--- config.mk ---
export PLATFORM = sky130hd
export DESIGN_NAME = sysop_csr_unit
export DESIGN_NICKNAME = d
export VERILOG_FILES = /design/src/rtl/sysop_csr_pkg.sv /design/src/rtl/sysop_decode.sv /design/src/rtl/sysop_reg_bank.sv /design/src/rtl/sysop_trap_fsm.sv /design/src/rtl/sysop_csr_unit.sv
export SDC_FILE = /design/constraint.sdc
export NUM_CORES = 1
export LEC_CHECK = 0
export BUFFER_PORTS_ARGS = -buffer_cell sky130_fd_sc_hd__buf_2
export CAP_MARGIN = 0
export CORE_MARGIN = 10
export CORE_UTILIZATION = 45
export DETAILED_ROUTE_END_ITERATION = 10
export PLACE_DENSITY = 0.73
export SYNTH_ARGS = -nofsm -noshare
export SYNTH_HDL_FRONTEND = slang
export SYNTH_SLANG_ARGS = --single-unit
--- constraint.sdc ---
create_clock -name clk -period 16.4 [get_ports clk]
set_input_delay 3.28 -clock clk [delete_from_list [all_inputs] [get_ports clk]]
set_output_delay 3.28 -clock clk [all_outputs]
set_load 0.02 [all_outputs]
--- src/rtl/sysop_csr_pkg.sv ---
package sysop_csr_pkg;

    localparam int XLEN      = 64;
    localparam int ADDR_W    = 12;
    localparam int UIMM_W    = 5;
    localparam int NUM_REGS  = 4;
    localparam int IDX_W     = (NUM_REGS > 1) ? $clog2(NUM_REGS) : 1;

    localparam logic [ADDR_W-1:0] REG_ADDR [NUM_REGS] = '{
        12'h340, 12'h341, 12'h305, 12'h7C0
    };

    localparam logic [ADDR_W-1:0] SEL_ECALL  = 12'h000;
    localparam logic [ADDR_W-1:0] SEL_EBREAK = 12'h001;
    localparam logic [ADDR_W-1:0] SEL_XRET   = 12'h100;

    typedef enum logic [2:0] {
        F3_SYS   = 3'd0,
        F3_RW    = 3'd1,
        F3_RS    = 3'd2,
        F3_RC    = 3'd3,
        F3_RSV   = 3'd4,
        F3_RWI   = 3'd5,
        F3_RSI   = 3'd6,
        F3_RCI   = 3'd7
    } funct3_e;

    typedef enum logic [1:0] {
        UPD_WRITE = 2'd0,
        UPD_SET   = 2'd1,
        UPD_CLEAR = 2'd2
    } upd_e;

    typedef enum logic [1:0] {
        TRQ_NONE   = 2'd0,
        TRQ_ECALL  = 2'd1,
        TRQ_EBREAK = 2'd2,
        TRQ_XRET   = 2'd3
    } trap_req_e;

    typedef enum logic [1:0] {
        TS_IDLE   = 2'd0,
        TS_ECALL  = 2'd1,
        TS_EBREAK = 2'd2,
        TS_XRET   = 2'd3
    } trap_state_e;

endpackage

--- src/rtl/sysop_decode.sv ---
module sysop_decode
    import sysop_csr_pkg::*;
(
    input  logic              valid,
    input  logic [2:0]        funct3,
    input  logic [ADDR_W-1:0] field12,
    input  logic [XLEN-1:0]   opnd1,
    input  logic [UIMM_W-1:0] uimm,
    output logic              is_reg_op,
    output upd_e              upd_kind,
    output logic [XLEN-1:0]   src_value,
    output trap_req_e         trap_req,
    output logic              bad_op
);

    funct3_e f3;
    assign f3 = funct3_e'(funct3);

    always_comb begin
        is_reg_op = 1'b0;
        upd_kind  = UPD_WRITE;
        src_value = opnd1;
        trap_req  = TRQ_NONE;
        bad_op    = 1'b0;
        if (valid) begin
            unique case (f3)
                F3_SYS: begin
                    unique case (field12)
                        SEL_ECALL:  trap_req = TRQ_ECALL;
                        SEL_EBREAK: trap_req = TRQ_EBREAK;
                        SEL_XRET:   trap_req = TRQ_XRET;
                        default:    bad_op   = 1'b1;
                    endcase
                end
                F3_RW: begin
                    is_reg_op = 1'b1;
                    upd_kind  = UPD_WRITE;
                end
                F3_RS: begin
                    is_reg_op = 1'b1;
                    upd_kind  = UPD_SET;
                end
                F3_RC: begin
                    is_reg_op = 1'b1;
                    upd_kind  = UPD_CLEAR;
                end
                F3_RSV: begin
                    bad_op = 1'b1;
                end
                F3_RWI: begin
                    is_reg_op = 1'b1;
                    upd_kind  = UPD_WRITE;
                    src_value = {{(XLEN-UIMM_W){1'b0}}, uimm};
                end
                F3_RSI: begin
                    is_reg_op = 1'b1;
                    upd_kind  = UPD_SET;
                    src_value = {{(XLEN-UIMM_W){1'b0}}, uimm};
                end
                F3_RCI: begin
                    is_reg_op = 1'b1;
                    upd_kind  = UPD_CLEAR;
                    src_value = {{(XLEN-UIMM_W){1'b0}}, uimm};
                end
            endcase
        end
    end

endmodule

--- src/rtl/sysop_reg_bank.sv ---
module sysop_reg_bank
    import sysop_csr_pkg::*;
(
    input  logic              clk,
    input  logic              rst_n,
    input  logic              req,
    input  logic [ADDR_W-1:0] addr,
    input  upd_e              upd_kind,
    input  logic [XLEN-1:0]   src_value,
    output logic              hit,
    output logic [XLEN-1:0]   old_value,
    output logic              wr_fire
);

    logic [NUM_REGS-1:0] match;
    logic [XLEN-1:0]     regs [NUM_REGS];
    logic [IDX_W-1:0]    sel_idx;
    logic [XLEN-1:0]     new_value;
    logic                src_nonzero;

    for (genvar g = 0; g < NUM_REGS; g++) begin : g_match
        assign match[g] = (addr == REG_ADDR[g]);
    end

    always_comb begin
        sel_idx = '0;
        for (int i = 0; i < NUM_REGS; i++) begin
            if (match[i]) sel_idx = IDX_W'(i);
        end
    end

    assign hit         = |match;
    assign old_value   = regs[sel_idx];
    assign src_nonzero = |src_value;

    always_comb begin
        unique case (upd_kind)
            UPD_WRITE: new_value = src_value;
            UPD_SET:   new_value = old_value | src_value;
            UPD_CLEAR: new_value = old_value & ~src_value;
            default:   new_value = old_value;
        endcase
    end

    assign wr_fire = req && hit && ((upd_kind == UPD_WRITE) || src_nonzero);

    for (genvar g = 0; g < NUM_REGS; g++) begin : g_reg
        always_ff @(posedge clk) begin
            if (!rst_n) begin
                regs[g] <= '0;
            end else if (wr_fire && match[g]) begin
                regs[g] <= new_value;
            end
        end
    end

endmodule

--- src/rtl/sysop_trap_fsm.sv ---
module sysop_trap_fsm
    import sysop_csr_pkg::*;
(
    input  logic      clk,
    input  logic      rst_n,
    input  trap_req_e trap_req,
    output logic      pulse_ecall,
    output logic      pulse_ebreak,
    output logic      pulse_xret
);

    trap_state_e state_q, state_d;

    always_comb begin
        unique case (trap_req)
            TRQ_NONE:   state_d = TS_IDLE;
            TRQ_ECALL:  state_d = TS_ECALL;
            TRQ_EBREAK: state_d = TS_EBREAK;
            TRQ_XRET:   state_d = TS_XRET;
        endcase
    end

    always_ff @(posedge clk) begin
        if (!rst_n) state_q <= TS_IDLE;
        else        state_q <= state_d;
    end

    always_comb begin
        pulse_ecall  = 1'b0;
        pulse_ebreak = 1'b0;
        pulse_xret   = 1'b0;
        unique case (state_q)
            TS_IDLE:   ;
            TS_ECALL:  pulse_ecall  = 1'b1;
            TS_EBREAK: pulse_ebreak = 1'b1;
            TS_XRET:   pulse_xret   = 1'b1;
        endcase
    end

endmodule

--- src/rtl/sysop_csr_unit.sv ---
module sysop_csr_unit
    import sysop_csr_pkg::*;
(
    input  logic              clk,
    input  logic              rst_n,
    input  logic              in_valid,
    input  logic [2:0]        in_funct3,
    input  logic [ADDR_W-1:0] in_field12,
    input  logic [XLEN-1:0]   in_opnd1,
    input  logic [UIMM_W-1:0] in_uimm,
    output logic [XLEN-1:0]   rd_value,
    output logic              illegal,
    output logic              trap_ecall,
    output logic              trap_ebreak,
    output logic              trap_xret
);

    logic            is_reg_op;
    upd_e            upd_kind;
    logic [XLEN-1:0] src_value;
    trap_req_e       trap_req;
    logic            bad_op;
    logic            hit;
    logic [XLEN-1:0] old_value;
    logic            wr_fire;

    sysop_decode u_decode (
        .valid     (in_valid),
        .funct3    (in_funct3),
        .field12   (in_field12),
        .opnd1     (in_opnd1),
        .uimm      (in_uimm),
        .is_reg_op (is_reg_op),
        .upd_kind  (upd_kind),
        .src_value (src_value),
        .trap_req  (trap_req),
        .bad_op    (bad_op)
    );

    sysop_reg_bank u_bank (
        .clk       (clk),
        .rst_n     (rst_n),
        .req       (is_reg_op),
        .addr      (in_field12),
        .upd_kind  (upd_kind),
        .src_value (src_value),
        .hit       (hit),
        .old_value (old_value),
        .wr_fire   (wr_fire)
    );

    sysop_trap_fsm u_trap (
        .clk          (clk),
        .rst_n        (rst_n),
        .trap_req     (trap_req),
        .pulse_ecall  (trap_ecall),
        .pulse_ebreak (trap_ebreak),
        .pulse_xret   (trap_xret)
    );

    assign illegal  = bad_op || (is_reg_op && !hit);
    assign rd_value = (is_reg_op && hit) ? old_value : '0;

endmodule

==> run summary <==
### Die
* **Horiz. Die Dim** 199.5 µm
* **Initial Utilization** 45.72%
* **vertical die dimension** 199.5 µm
* **Core Footprint** 31,720 µm²
* **die area** 39,810 µm²
* **number of standard-cell rows in the floorplan** 65
* **io pins** 155

### Clocking
* **clock-pin slew of the registers on the worst-case setup and hold paths** 0.06 ns
* **deepest level of the CTS H-tree** 1
* **quantity of gates resized following cts** 0
* **hold-fix buffers at CTS** 0
* **number of clock sinks** 258
* **number of buffers inserted during clock tree synthesis** 28
* **CTS tree** done
* **buffer levels on the longest clock path** 3
* **buffer cell driving the clock tree root** clkbuf_16
* **insertion delay to the later sink of the worst-skew pair** 0.55 ns
* **Post-CTS Repair Setup Buffers** 0

### Setup path
* **Critical Path End Type** output port
* **crit-path max cell delay** 0.78 ns
* **Setup crit start kind** primary input
* **most repeated library cell on the critical path** buf_4
* **Slowest-stage cell, CP** o21bai_1
* **worst-path cell chain** buf_2 > buf_4 > nand3_2 > buf_4 > or4_2 > buf_4 > nand2_1 > o21bai_1 > nor2_1 > buf_2
* **worst setup path class** primary input to output port
* **largest fanout on the critical path** 67
* **required arrival time at the worst endpoint** 13.12 ns
* **Data arrival, critical path** 7.03 ns

### Logic synthesis
* **total of flip-flops plus latches after synthesis** 258
* **post-synth net total** 1,449
* **Mapped Cells** 1,362
* **share of synthesized area occupied by flip-flops and latches** 53.28%
* **Synth Cell Area** 14,500 µm²
* **Warnings, synthesis** 0
* **Post-synth ARST share** 0%
* **top_reg_cell synth** edfxtp_1
* **count of cell types in the netlist** 48
* **Post-Syn Area per Cell** 10.65 µm²
* **count of flip-flops with a built-in enable after synthesis** 256

### Routing
* **number of remaining DRC errors** 0
* **drt first pass iters** 7
* **via count** 13,200
* **per-cell routed wire length** 28.16 µm
* **number of design-rule violations left by the first detailed-router iteration** 1,853
* **per-cell via count in the routed design** 7.260
* **aggregate routed wire length** 51,200 µm
* **antenna viol nets, final** 0

### Global routing
* **global-route wire length before repair** 77,450 µm
* **total global-route track usage** 24.95%
* **largest net degree at the start of global routing** 261
* **via count of the first global-routing pass** 12,840
* **number of antenna violations at the first check in global routing** 4
* **grt ovf** 0

### STA
* **Final Critical Period** 10.31 ns
* **Max transition margin** -6.334%
* **pin slew with the least headroom to its limit** 1.595 ns
* **Finish-stage setup viols** 0
* **number of max-slew violations in the final report** 66
* **timing-limited maximum frequency** 96.98 MHz
* **Worst Slack Setup Final** 6.088 ns
* **Total Negative Setup Slacks** 0 ns
* **hold violation total from the final report** 0
* **setup clock skew after layout** 0.007796 ns
* **unrepaired setup endpoints after global routing** false
* **final cycle utilization of the critical path** 62.88%

### Status
* **failing checks** slew limit
* **status** complete, but fails checks

### Pwr
* **cell area power density** 93.24 nW/µm²
* **leakage component of the power** 5.640 nW
* **total power draw** 1.520 mW
* **worst-case vdd ir drop** 0.00007703 V

### Hold path
* **Tightest Hold Check Type** flop to flop

### Placement
* **IO buf count** 154
* **half-perimeter wire length of the detailed placement result** 27,140 µm
* **GP Congestion** 0.8405
* **post-placement worst setup slack** 6.164 ns
* **dpl cells** 1,764

### Final layout
* **number of fill cells** 2,826
* **share of cells above drive strength 1** 18.26%
* **Net count, final** 1,479
* **synthesis-to-finish area growth** 12.42%
* **count of placed standard cells in the final layout, fillers left out** 1,818

### Job
* **max-cap violation count** 0

-- layer usage --
| metal | vias to the layer above | wire length, µm | GRT usage [%] |
|---|---|---|---|
| met5 | - | 13 | 0 |
| met4 | 2 | 1883 | 10.85 |
| met3 | 124 | 7016 | 6.728 |
| met2 | 1054 | 22740 | 37.99 |
| met1 | 6373 | 19550 | 32.74 |
| li1 | 5646 | - | - |
-- path summary, 6_finish.rpt --
| kind | from | end | slack [ns] | cells past startpoint |
|---|---|---|---|---|
| min | u_bank.regs[3][3]$_SDFFCE_PN0P_ | u_bank.regs[1][3]$_SDFFCE_PN0P_ | 0.86 | 3 |
| min reg2reg | u_bank.regs[3][3]$_SDFFCE_PN0P_ | u_bank.regs[1][3]$_SDFFCE_PN0P_ | 0.86 | 3 |
| max reg2reg | u_bank.regs[2][8]$_SDFFCE_PN0P_ | u_bank.regs[0][8]$_SDFFCE_PN0P_ | 14.54 | 5 |
| max | in_field12[8] | rd_value[0] | 6.09 | 10 |
-- registers in the layout, summed over array words and instances, names as in the netlist --
signal	count
u_bank.regs	256
u_trap.state_q	2
-- worst max-delay path: cells and delay by family --
kind                   cells  cell delay (ns)
buffers and inverters      5             2.14
AOI/OAI and AO/OA          1             0.78
and+or+nand+nor            4             0.81
-- synthesized netlist by cell type, types with 4 or more instances --
library cell / instances / share of area [%]
o2bb2ai_1: 64 / 3.9
buf_4: 4 / 0.21
inv_1: 63 / 1.6
edfxtp_1: 256 / 53
o41ai_1: 64 / 3.9
nand3b_1: 64 / 3.3
nor4_1: 79 / 3.4
buf_2: 20 / 0.69
buf_1: 21 / 0.54
a32oi_1: 58 / 3.5
o2111ai_1: 63 / 3.8
a31oi_1: 5 / 0.22
nand4_1: 5 / 0.22
nand2_1: 8 / 0.21
nor2_1: 10 / 0.26
nor3_1: 246 / 8.5
or4_1: 7 / 0.36
mux2i_1: 6 / 0.41
and3_1: 66 / 2.8
a21oi_1: 59 / 2.0
nor2b_1: 6 / 0.26
nor3_2: 10 / 0.69
nand3_1: 7 / 0.24
clkbuf_1: 138 / 3.6
-- cell type report --
| type | count | area (µm²) | area share [%] |
|---|---|---|---|
| Sequential cell | 258 | 7727 | 47.39 |
| Multi-Input combinational cell | 857 | 5898 | 36.18 |
| Timing Repair Buffer | 184 | 1008 | 6.185 |
| Clock buffer | 35 | 748.2 | 4.589 |
| Tap cell | 402 | 503.0 | 3.085 |
| Inverter | 63 | 236.5 | 1.450 |
| Clock inverter | 16 | 175.2 | 1.074 |
| Antenna cell | 3 | 7.507 | 0.04604 |
-- power breakdown --
group	total [mW]	internal, mW	leakage, nW	switching [mW]
sequential	0.750	0.745	2.65	0.00563
combinational	0.127	0.0311	2.54	0.0960
clock	0.643	0.384	0.450	0.259
-- layout by cell type, fill, tap and decap left out, types with 4 or more instances in the layout --
master,netlist,final
bufinv_16,0,4
nor3_1,246,246
clkbuf_16,0,29
inv_1,63,63
nor2_1,10,10
edfxtp_1,256,256
a31oi_1,5,5
nand3b_1,64,64
nor2b_1,6,6
o2111ai_1,63,63
nand3_1,7,6
o2bb2ai_1,64,64
buf_2,20,154
or4_1,7,4
nand4_1,5,5
clkinv_2,0,5
o41ai_1,64,63
and3_1,66,66
a21oi_1,59,59
nor4_1,79,78
clkinv_1,0,6
buf_4,4,29
nand2_1,8,5
clkbuf_1,138,6
a32oi_1,58,58
nor3_2,10,10
mux2i_1,6,6
-- cells by family after synthesis --
kind of cell | count (synthesis) | synth area share [%]
compound gates | 329 | 18.44
mux | 7 | 0.4918
simple gates | 519 | 20.94
xor+xnor | 1 | 0.06040
buf+inv | 247 | 6.721
fa+ha+maj | 1 | 0.06902
flops | 258 | 53.28
-- stage by stage --
step	instance area [µm²]	util [%]	hold WS, ns
after floorplan	14500	-	0.7665
after global placement	15370	48.47	0.8196
after detailed placement	15370	48.47	0.8330
after CTS	16300	51.38	0.8493
after global routing	16300	51.39	0.9092
final	16300	51.40	0.8554
Note: power is estimated with default switching activity, not from simulation.
